File: src/rtl/cdb_pkg.sv
`timescale 1ns/1ps
package cdb_pkg;
    localparam int BURST_LEN  = 510;
    localparam int IDX_W      = $clog2(BURST_LEN);
    localparam int BLK_LEN    = 216;
    localparam int SBLK_LEN   = 120;
    localparam int BC_LEN     = 30;
    localparam int BC_SPLIT   = 14;
    localparam int FC_LEN     = 80;
    localparam int FC_EDGE    = 8;
    localparam int TRN_LEN    = 22;
    localparam int YTRN_LEN   = 38;
    localparam int HEAD_LEN   = 12;
    localparam int TAIL_LEN   = TRN_LEN - HEAD_LEN;
    localparam int SUM_W      = 12;

    localparam int PH1_POS    = HEAD_LEN;
    localparam int BODY_POS   = PH1_POS + 2;
    localparam int N_BC1_POS  = BODY_POS + BLK_LEN;
    localparam int N_MID_POS  = N_BC1_POS + BC_SPLIT;
    localparam int N_BC2_POS  = N_MID_POS + TRN_LEN;
    localparam int BLK2_POS   = N_BC2_POS + (BC_LEN - BC_SPLIT);
    localparam int S_SBLK_POS = BODY_POS + FC_LEN;
    localparam int S_Y_POS    = S_SBLK_POS + SBLK_LEN;
    localparam int S_BC_POS   = S_Y_POS + YTRN_LEN;
    localparam int PH2_POS    = BLK2_POS + BLK_LEN;
    localparam int TAIL_POS   = PH2_POS + 2;

    localparam int SYM_FIRST  = 8;
    localparam int SYM_LAST   = PH2_POS / 2;
    localparam int SPLIT_NORM = N_MID_POS / 2;
    localparam int SPLIT_SYNC = (S_Y_POS + 2) / 2;

    // patterns written left character first = MSB
    localparam logic [TRN_LEN-1:0]  HEAD_TAIL_SEQ = 22'b1011011100000110101101;
    localparam logic [TRN_LEN-1:0]  MID_ONE_SEQ   = 22'b1101000011101001110100;
    localparam logic [TRN_LEN-1:0]  MID_TWO_SEQ   = 22'b0111101001000011011110;
    localparam logic [YTRN_LEN-1:0] SYNC_SEQ      = 38'b11000001100111001110100111000001100111;

    typedef enum logic [1:0] {ST_IDLE, ST_SUM, ST_FILL, ST_SEND} state_t;

    // dibit[0] = first bit, dibit[1] = second bit
    function automatic logic signed [3:0] sym_phase(input logic [1:0] dibit);
        logic signed [3:0] mag;
        mag = dibit[1] ? 4'sd3 : 4'sd1;
        return dibit[0] ? -mag : mag;
    endfunction

    // returns {first, second}
    function automatic logic [1:0] adj_code(input logic signed [SUM_W-1:0] s);
        int r;
        int a;
        r = int'(s) % 8;
        a = -r;
        if (a > 3)       a = a - 8;
        else if (a < -3) a = a + 8;
        case (a)
            -3:      return 2'b11;
            -1:      return 2'b01;
            3:       return 2'b10;
            default: return 2'b00;
        endcase
    endfunction
endpackage

File: src/rtl/cdb_layout.sv
`timescale 1ns/1ps
module cdb_layout
    import cdb_pkg::*;
(
    input  logic                 kind,
    input  logic                 two_chan,
    input  logic [BLK_LEN-1:0]   blk1,
    input  logic [SBLK_LEN-1:0]  sblk,
    input  logic [BC_LEN-1:0]    bcast,
    input  logic [BLK_LEN-1:0]   blk2,
    output logic [BURST_LEN-1:0] burst
);
    logic [TRN_LEN-1:0] mid_seq;

    assign mid_seq = two_chan ? MID_TWO_SEQ : MID_ONE_SEQ;

    always_comb begin
        burst = '0;
        for (int i = 0; i < HEAD_LEN; i++)
            burst[i] = HEAD_TAIL_SEQ[TRN_LEN-1-TAIL_LEN-i];
        for (int i = 0; i < TAIL_LEN; i++)
            burst[TAIL_POS+i] = HEAD_TAIL_SEQ[TRN_LEN-1-i];
        for (int i = 0; i < BLK_LEN; i++)
            burst[BLK2_POS+i] = blk2[i];
        if (kind) begin
            for (int i = 0; i < FC_LEN; i++)
                burst[BODY_POS+i] = (i < FC_EDGE) || (i >= FC_LEN - FC_EDGE);
            for (int i = 0; i < SBLK_LEN; i++)
                burst[S_SBLK_POS+i] = sblk[i];
            for (int i = 0; i < YTRN_LEN; i++)
                burst[S_Y_POS+i] = SYNC_SEQ[YTRN_LEN-1-i];
            for (int i = 0; i < BC_LEN; i++)
                burst[S_BC_POS+i] = bcast[i];
        end else begin
            for (int i = 0; i < BLK_LEN; i++)
                burst[BODY_POS+i] = blk1[i];
            for (int i = 0; i < BC_SPLIT; i++)
                burst[N_BC1_POS+i] = bcast[i];
            for (int i = 0; i < TRN_LEN; i++)
                burst[N_MID_POS+i] = mid_seq[TRN_LEN-1-i];
            for (int i = 0; i < BC_LEN - BC_SPLIT; i++)
                burst[N_BC2_POS+i] = bcast[BC_SPLIT+i];
        end
    end
endmodule

File: src/rtl/cdb_phase_accum.sv
`timescale 1ns/1ps
module cdb_phase_accum
    import cdb_pkg::*;
(
    input  logic                    clk,
    input  logic                    rst_n,
    input  logic                    clear,
    input  logic                    en,
    input  logic                    to_second,
    input  logic [1:0]              dibit,
    output logic signed [SUM_W-1:0] sum_first,
    output logic signed [SUM_W-1:0] sum_second
);
    logic signed [SUM_W-1:0] step;

    assign step = SUM_W'(sym_phase(dibit));

    always_ff @(posedge clk or negedge rst_n) begin
        if (!rst_n) begin
            sum_first  <= '0;
            sum_second <= '0;
        end else if (clear) begin
            sum_first  <= '0;
            sum_second <= '0;
        end else if (en) begin
            if (to_second) sum_second <= sum_second + step;
            else           sum_first  <= sum_first + step;
        end
    end


    first_range_hold_chk: assert property (@(posedge clk) disable iff (!rst_n)
        en && !clear && !to_second |=> sum_second == $past(sum_second));


    second_range_hold_chk: assert property (@(posedge clk) disable iff (!rst_n)
        en && !clear && to_second |=> sum_first == $past(sum_first));
endmodule

File: src/rtl/cdb_phase_map.sv
`timescale 1ns/1ps
module cdb_phase_map
    import cdb_pkg::*;
(
    input  logic signed [SUM_W-1:0] sum,
    output logic                    first_bit,
    output logic                    second_bit
);
    logic [1:0] code;

    assign code       = adj_code(sum);
    assign first_bit  = code[1];
    assign second_bit = code[0];
endmodule

File: src/rtl/cdb_assembler.sv
`timescale 1ns/1ps
module cdb_assembler
    import cdb_pkg::*;
(
    input  logic                clk,
    input  logic                rst_n,
    input  logic                start_i,
    input  logic                kind_i,
    input  logic                two_chan_i,
    input  logic [BLK_LEN-1:0]  blk1_i,
    input  logic [SBLK_LEN-1:0] sblk_i,
    input  logic [BC_LEN-1:0]   bcast_i,
    input  logic [BLK_LEN-1:0]  blk2_i,
    output logic                ready_o,
    output logic                bit_o,
    output logic                valid_o,
    output logic                last_o
);
    state_t                  state_q, state_d;
    logic [BURST_LEN-1:0]    buf_q;
    logic [BURST_LEN-1:0]    assembled;
    logic [IDX_W-1:0]        sym_q;
    logic [IDX_W-1:0]        sym_base;
    logic [IDX_W-1:0]        bit_q;
    logic                    kind_q;
    logic                    accept;
    logic                    in_second;
    logic [1:0]              sym_dibit;
    logic signed [SUM_W-1:0] sum_a, sum_b;
    logic signed [SUM_W-1:0] sums [2];
    logic [1:0]              ph_first, ph_second;

    assign accept    = start_i && (state_q == ST_IDLE);
    assign sym_base  = {sym_q[IDX_W-2:0], 1'b0} - IDX_W'(2);
    assign sym_dibit = buf_q[sym_base +: 2];
    assign in_second = kind_q ? (sym_q > IDX_W'(SPLIT_SYNC)) : (sym_q > IDX_W'(SPLIT_NORM));

    cdb_layout u_layout (
        .kind     (kind_i),
        .two_chan (two_chan_i),
        .blk1     (blk1_i),
        .sblk     (sblk_i),
        .bcast    (bcast_i),
        .blk2     (blk2_i),
        .burst    (assembled)
    );

    cdb_phase_accum u_accum (
        .clk        (clk),
        .rst_n      (rst_n),
        .clear      (accept),
        .en         (state_q == ST_SUM),
        .to_second  (in_second),
        .dibit      (sym_dibit),
        .sum_first  (sum_a),
        .sum_second (sum_b)
    );

    assign sums[0] = sum_a;
    assign sums[1] = sum_b;

    for (genvar g = 0; g < 2; g++) begin : g_pmap
        cdb_phase_map u_map (
            .sum        (sums[g]),
            .first_bit  (ph_first[g]),
            .second_bit (ph_second[g])
        );
    end

    always_comb begin
        state_d = state_q;
        unique case (state_q)
            ST_IDLE: if (start_i) state_d = ST_SUM;
            ST_SUM:  if (sym_q == IDX_W'(SYM_LAST)) state_d = ST_FILL;
            ST_FILL: state_d = ST_SEND;
            ST_SEND: if (bit_q == IDX_W'(BURST_LEN-1)) state_d = ST_IDLE;
            default: state_d = ST_IDLE;
        endcase
    end

    always_ff @(posedge clk or negedge rst_n) begin
        if (!rst_n) state_q <= ST_IDLE;
        else        state_q <= state_d;
    end

    always_ff @(posedge clk or negedge rst_n) begin
        if (!rst_n) begin
            buf_q  <= '0;
            sym_q  <= '0;
            bit_q  <= '0;
            kind_q <= 1'b0;
        end else begin
            unique case (state_q)
                ST_IDLE: if (start_i) begin
                    buf_q  <= assembled;
                    kind_q <= kind_i;
                    sym_q  <= IDX_W'(SYM_FIRST);
                end
                ST_SUM:  sym_q <= sym_q + 1'b1;
                ST_FILL: begin
                    buf_q[PH1_POS]   <= ph_first[0];
                    buf_q[PH1_POS+1] <= ph_second[0];
                    buf_q[PH2_POS]   <= ph_first[1];
                    buf_q[PH2_POS+1] <= ph_second[1];
                    bit_q            <= '0;
                end
                ST_SEND: begin
                    buf_q <= buf_q >> 1;
                    bit_q <= bit_q + 1'b1;
                end
                default: ;
            endcase
        end
    end

    always_comb begin
        ready_o = (state_q == ST_IDLE);
        valid_o = (state_q == ST_SEND);
        last_o  = (state_q == ST_SEND) && (bit_q == IDX_W'(BURST_LEN-1));
        bit_o   = (state_q == ST_SEND) && buf_q[0];
    end


    accept_busy_chk: assert property (@(posedge clk) disable iff (!rst_n)
        start_i && ready_o |=> !ready_o && !valid_o);


    stream_contiguous_chk: assert property (@(posedge clk) disable iff (!rst_n)
        valid_o && !last_o |=> valid_o);


    end_to_idle_chk: assert property (@(posedge clk) disable iff (!rst_n)
        last_o |=> ready_o && !valid_o);


    stream_start_chk: assert property (@(posedge clk) disable iff (!rst_n)
        $rose(valid_o) |-> !last_o && $past(!ready_o));
endmodule

File: config.mk
export PLATFORM = sky130hd
export DESIGN_NAME = cdb_assembler
export DESIGN_NICKNAME = d
export VERILOG_FILES = /design/src/rtl/cdb_pkg.sv /design/src/rtl/cdb_layout.sv /design/src/rtl/cdb_phase_accum.sv /design/src/rtl/cdb_phase_map.sv /design/src/rtl/cdb_assembler.sv
export SDC_FILE = /design/constraint.sdc
export NUM_CORES = 2
export LEC_CHECK = 0
export CAP_MARGIN = 20
export CORE_AREA = 5 5 310 312
export CTS_BUF_LIST = sky130_fd_sc_hd__clkbuf_8
export DETAILED_ROUTE_END_ITERATION = 8
export DIE_AREA = 0 0 315 317
export GPL_TIMING_DRIVEN = 0
export SYNTH_ARGS = -nofsm -noshare
export SYNTH_HDL_FRONTEND = slang
export SYNTH_SLANG_ARGS = --single-unit
export TNS_END_PERCENT = 5
File: constraint.sdc
create_clock -name clk -period 6.9 [get_ports clk]
set_input_delay 0.69 -clock clk [delete_from_list [all_inputs] [get_ports clk]]
set_output_delay 0.69 -clock clk [all_outputs]
set_load 0.05 [all_outputs]
# After elaboration in Yosys (flattened, before gate mapping)
# Cells that the tools add are included.
op_classes:
  addsub: 12
  n_lt_le_gt_ge: 6
  eq_ne: 15
  n_shift: 1
  muxes: 30
  bitwise_logic: 2
  reduce_logical: 19
op_table:
  columns: ["operator", "count"]
  rows:
  - ["$pmux W484 S2", 1]
  - ["$mux W510", 1]
  - ["$shiftx A510 B10 Y2", 1]
  - ["$mux W252", 1]
  - ["$eq A32 B32 Y1 const B", 4]
  - ["$mux W32", 4]
  - ["$mux W12", 6]
  - ["$add A32 B5 Y32 const B", 2]
  - ["$eq A32 B2 Y1 const B", 2]
  - ["$gt A32 B3 Y1 const B", 2]
  - ["$lt A32 B3 Y1 const B", 2]
  - ["$neg A4 Y32", 2]
  - ["$sub A32 B5 Y32 const B", 2]
  - ["$pmux W9 S2", 2]
  - ["$add A12 B4 Y12", 2]
  - ["$pmux W12 S2", 1]
  - ["$pmux W2 S3", 4]
  - ["$mux W22", 1]
  - ["$pmux W10 S2", 1]
  - ["$add A9 B1 Y9 const B", 2]
  - ["$gt A9 B7 Y1 const B", 2]
  - ["$reduce_and A2 Y1", 6]
  - ["$reduce_bool A2 Y1", 5]
  - ["$eq A9 B8 Y1 const B", 1]
  - ["18 further kinds", 28]
word_totals:
  register_bits: 555
  out_inout_bits: 4
  elab_cells: 93

# Logic depth before layout (Yosys ltp)
logic_depth:
  ltp_word: 9
  depth_mapped: 30
  mapped_depth_nobuf: 21

# By module
# A second synthesis with hierarchy kept.
unflattened:
  hier_cells: 3955
  hier_area_um2: 37154.4
by_module_without_submodules:
  columns: ["module", "instances", "cells_per_inst", "area_each_um2"]
  rows:
  - ["cdb_assembler", 1, 2894, 28797.6]
  - ["cdb_layout", 1, 543, 4330.4]
  - ["cdb_phase_accum", 1, 237, 2124.5]
  - ["cdb_phase_map at g_pmap[0].u_map", 1, 152, 1007.2]
  - ["cdb_phase_map at g_pmap[1].u_map", 1, 129, 894.6]

# Least setup slack after synthesis
# Ideal clock, no wire load.
synth_timing:
  kind: "flip-flop to flip-flop"
  start: "reg sym_q[0]"
  end: "reg u_accum.sum_first[11]"
  t_arrival_ns: 6.392
  required_time_ns: 6.821
  path_slack_ns: 0.428
  path_stages_with_launch: 27
  cell_sequence: "dfrtp_1 > buf_6 > buf_6 > buf_4 > buf_2 > buf_2 > inv_1 > ha_1 > buf_2 > clkbuf_1 > clkbuf_1 > mux4_2 > mux4_1 > mux4_2 > mux2i_1 > a21oi_1 > xor2_1 > ha_1 > a21oi_1 > o21ai_0 > o41ai_1 > o211ai_1 > o41a_1 > nor2_1 > nand2_1 > o211ai_1 > mux2i_1"
synth_via:
  elab_chain_cells: 9
  word_cells_on_any_way: 14
synth_lines:
  columns: ["element", "line_no", "source"]
  rows:
  - ["start: declaration", "cdb_assembler.sv:22", "logic [IDX_W-1:0] sym_q;"]
  - ["start signal: assignment", "cdb_assembler.sv:97", "sym_q <= IDX_W'(SYM_FIRST);"]
  - ["start signal: assignment", "cdb_assembler.sv:99", "ST_SUM: sym_q <= sym_q + 1'b1;"]
  - ["$sub A9 B2 Y9", "cdb_assembler.sv:34", "assign sym_base = {sym_q[IDX_W-2:0], 1'b0} - IDX_W'(2);"]
  - ["$shiftx A510 B10 Y2", "cdb_assembler.sv:35", "assign sym_dibit = buf_q[sym_base +: 2];"]
  - ["$mux W2", "cdb_pkg.sv:45", "mag = dibit[1] ? 4'sd3 : 4'sd1;"]
  - ["$neg A4 Y4", "cdb_pkg.sv:46", "return dibit[0] ? -mag : mag;"]
  - ["$mux W4", "cdb_pkg.sv:46", null]
  - ["$add A12 B4 Y12", "cdb_phase_accum.sv:27", "else sum_first <= sum_first + step;"]
  - ["$mux W12", "cdb_phase_accum.sv:26", "if (to_second) sum_second <= sum_second + step;"]
  - ["$mux W12", "cdb_phase_accum.sv:25", "end else if (en) begin"]
  - ["$mux W12", "cdb_phase_accum.sv:22", "end else if (clear) begin"]
  - ["end signal: assignment", "cdb_phase_accum.sv:27", null]
  - ["end: declaration", "cdb_phase_accum.sv:11", "output logic signed [SUM_W-1:0] sum_first,"]
# Several ways; a longest one is shown, not always the timed one. The select of a mux whose other input is x is not followed.
# A chain may end at the register's enable or synchronous reset.

# Worst setup path in the final report
layout_timing:
  start: "reg sym_q[0]"
  end: "reg u_accum.sum_second[11]"
layout_via:
  elab_chain_cells: 9
  word_cells_on_any_way: 14
layout_lines:
  columns: ["element", "line_no", "source"]
  rows:
  - ["$sub A9 B2 Y9", "cdb_assembler.sv:34", null]
  - ["$shiftx A510 B10 Y2", "cdb_assembler.sv:35", null]
  - ["$mux W2", "cdb_pkg.sv:45", null]
  - ["$neg A4 Y4", "cdb_pkg.sv:46", null]
  - ["$mux W4", "cdb_pkg.sv:46", null]
  - ["$add A12 B4 Y12", "cdb_phase_accum.sv:26", null]
  - ["$mux W12", "cdb_phase_accum.sv:26", null]
  - ["$mux W12", "cdb_phase_accum.sv:25", null]
  - ["$mux W12", "cdb_phase_accum.sv:22", null]
  - ["end signal: assignment", "cdb_phase_accum.sv:26", null]
  - ["end: declaration", "cdb_phase_accum.sv:12", "output logic signed [SUM_W-1:0] sum_second"]
# Several ways; a longest one is shown, not always the timed one. The select of a mux whose other input is x is not followed.

==> impl_results.md <==
- Status: finished, final reports clean
- Final Cell Area: 42,500 um^2
- Register area share after synthesis: 42.8%
- Antenna violations before repair: 36
- Largest delay share family, worst path: multiplexers
- Dpl cell area: around 40,000 um^2
- Number of synthesized register bits: between 500 and 600
- Max-cap viol count: 0
- Final Util: 45.8%
- Post-synthesis cell count: between 3,000 and 4,000
- Lkg Pwr: 17.3 nW
- CTS tree: built
- DRT Pass-1 Iters: 6
- Vias in the first global route: 29,900
- Final hold viol count: 0
- Tot Pwr: 7.07 mW
- Die area: about 100,000 um^2
- Slew of the pin with the lowest slew margin: 1130 ps
- Worst path slowest cell: mux4_2
- CTS Buf Count: 101
- Routed length per instance: 24.5 um
- Critical path data required time: 7520 ps
- Worst vdd ir: 0.000108 V
- Crit path launch type: flop
- EDFF count, synth: 0
- Crit path max fanout: 10
- Vias/cell: 5.54
- Final min period: 6590 ps
- Total vias in the final route: 29,800
- Routed WL: 132,000 um
- Initial DRC count: 2,803
- Worst path max stage delay: 550 ps
- Asr flop ratio synth: 100%
- CTS sink count: roughly 550
- Layout cells sized above 1: 9.00%
- Die height: between 300 and 400 um
- Max Buffers Root-to-Sink: 3
- Starting density of the core: between 30% and 40%
- Reg-to-Reg Start: sym_q[0]
- Hold crit path type: in -> async
- GRT Total Usage: about a quarter
- Buffers on Ports: about 590
- Pin count of the biggest net entering global routing: around 120
- Post-Syn Area: 32,300 um^2
- P per Cell Area: approximately 170 nW/um^2
- Worst-Skew Late Latency: 730 ps
- Antenna viol nets, final: 0
- Placer congestion estimate: 0.927
- Final setup vio count: 0
- Min Hold Slack: 451 ps
- Ports: 591
- WP buf/inv: 10
- Synth Warn #: 0
- Fill count: 8,965
- Chip Width: 315 um
- Drc violations: 0
- Crit share post-route: 95.5%
- Area Growth Syn to Fin: 31.5%
- Clk_skew: 38.4 ps
- Reg clk slew, reported paths: 60 ps
- CORE AREA: 92,800 um^2
- H-tree depth: 3
- Net Count, Synth: around 4,000
- Post-synthesis cell type count: 74
- Pins Over Slew Limit: 0
- Overflow after GRT: 0
- Syn Area/Cell: 9.73 um^2
- Fmax: 0.152 GHz
- Slew headroom: 24.7%
- Clock root buffer: clkbuf_8
- Setup repair after global routing missed its margin: no
- Crit path capture type: flop
- Crit. Startpoint: sym_q[0]
- WS Path Type: reg -> reg
- Main synth FF type: dfrtp_1
- # rows: about 110
- First-pass GRT wire length: 192,000 um
- Dpl hpwl: 100,000 um
- Critical Path AT: 7210 ps
- # nets final: 4,675
==> cell families (layout without fill, tap and decap cells) <==
| kind of cell | count (synthesis) | count (layout) | synth area share, % |
|---|---|---|---|
| XOR/XNOR | 29 | 29 | 0.786 |
| AO/OA/AOI/OAI | 843 | 843 | 15.2 |
| AND/OR/NAND/NOR | 996 | 996 | 12.6 |
| other | 0 | 23 | 0 |
| adder cells (fa/ha/maj) | 51 | 51 | 2.02 |
| multiplexers | 531 | 531 | 22.5 |
| flip-flops | 553 | 553 | 42.8 |
| buffers and inverters | 316 | 1107 | 4.01 |
==> registers in the layout, indices dropped and copies added, names as in the netlist <==
name	cells
u_accum.sum_first	12
buf_q	508
kind_q	1
sym_q	9
state_q	2
u_accum.sum_second	12
bit_q	9
==> layer usage <==
layer	GRT usage (%)	up-vias	wire (um)
met1	31.8	14900	51600
met5	0	-	169
met4	9.03	22	4370
met2	43.0	1234	65500
li1	-	13500	-
met3	6.33	231	10500
==> cell type report <==
class / instances / area [um^2] / area share (%)
inverter: 42 / 158 / 0.371
timing repair buffer: 615 / 6270 / 14.8
sequential: 553 / 13800 / 32.6
antenna: 23 / 57.6 / 0.135
tap: 1254 / 1570 / 3.69
clock inverter: 55 / 328 / 0.772
clock buffer: 121 / 1670 / 3.92
buffer: 274 / 1360 / 3.20
multi-input combinational: 2450 / 17200 / 40.6
==> final timing paths <==
path / endpoint / slack [ps] / depth (start not counted)
max: u_accum.sum_second[11] / 310 / 28
min: buf_q[332] / 450 / 2
min in group clk: buf_q[289] / 500 / 2
min reg2reg: buf_q[289] / 500 / 2
max reg2reg: u_accum.sum_second[11] / 310 / 28
max in group asynchronous: buf_q[47] / 4940 / 4
==> what timing repair did <==
action | CTS | global route
endpoints found under the setup margin | 22 | 6
hold buffers | 1 | 0
pin swaps | 4 | 6
resized for setup | 63 | 6
endpoints found under the hold margin | 43 | 0
setup buffers | 4 | 7
==> report_power, final <==
part | leakage (nW) | total, mW | internal [mW] | switching [mW]
clock network | 1.18 | 3.17 | 1.69 | 1.48
registers | 7.13 | 3.24 | 3.24 | 0
logic | 8.95 | 0.654 | 0.384 | 0.270
total | 17.3 | 7.07 | 5.32 | 1.75
==> cell usage in the layout (no fill, tap or decap), types with 15 or more instances in the layout <==
cell               n
nand3_1           28
inv_1             83
dfrtp_1          553
o21ai_0          433
nor3_1            29
o22ai_1           39
mux2i_1          374
buf_1             28
clkbuf_1         205
nor2_1           372
a21oi_1          182
nand4_1           19
buf_4             23
mux4_2           147
clkdlybuf4s50_1  588
clkbuf_8         126
ha_1              48
nor2b_1           15
a221oi_1          81
diode_2           23
nand2_1          476
==> through the flow <==
| step | TNS [ps] | std cells | setup WS [ps] |
|---|---|---|---|
| global route | 0 | 5384 | 74.2 |
| finish | 0 | 5387 | 312 |
| global placement | - | 5162 | -21120 |
| CTS | 0 | 5357 | 113 |
| detailed placement | -46550 | 5176 | -2920 |
| floorplan | 0 | 3319 | 428 |
==> synthesized netlist by cell type (all sizes together), types with 13 or more instances <==
master	number	area [um^2]
a21oi	183	916
xnor2	16	140
dfrtp	553	13800
nor2b	15	93.8
o22ai	39	244
o21ai	435	2180
nor2	373	1400
nor3	29	145
ha	49	613
nand4	19	119
nand3	28	140
buf	57	322
a221oi	81	709
mux4	154	3500
clkbuf	217	816
xor2	13	114
nand2	478	1800
mux2i	374	3740
inv	42	158
==> worst register-to-register path, delay by kind of cell, from the launching register on <==
family                     cells  cell delay [ps]
AOI/OAI and AO/OA              6             1370
xor gates and xnor gates       1              240
adders and majority gates      2              590
buffers and inverters         10             1610
DFF                            1              380
muxes                          4             1660
and+or+nand+nor                5              700
(Power assumes the default switching activity.)
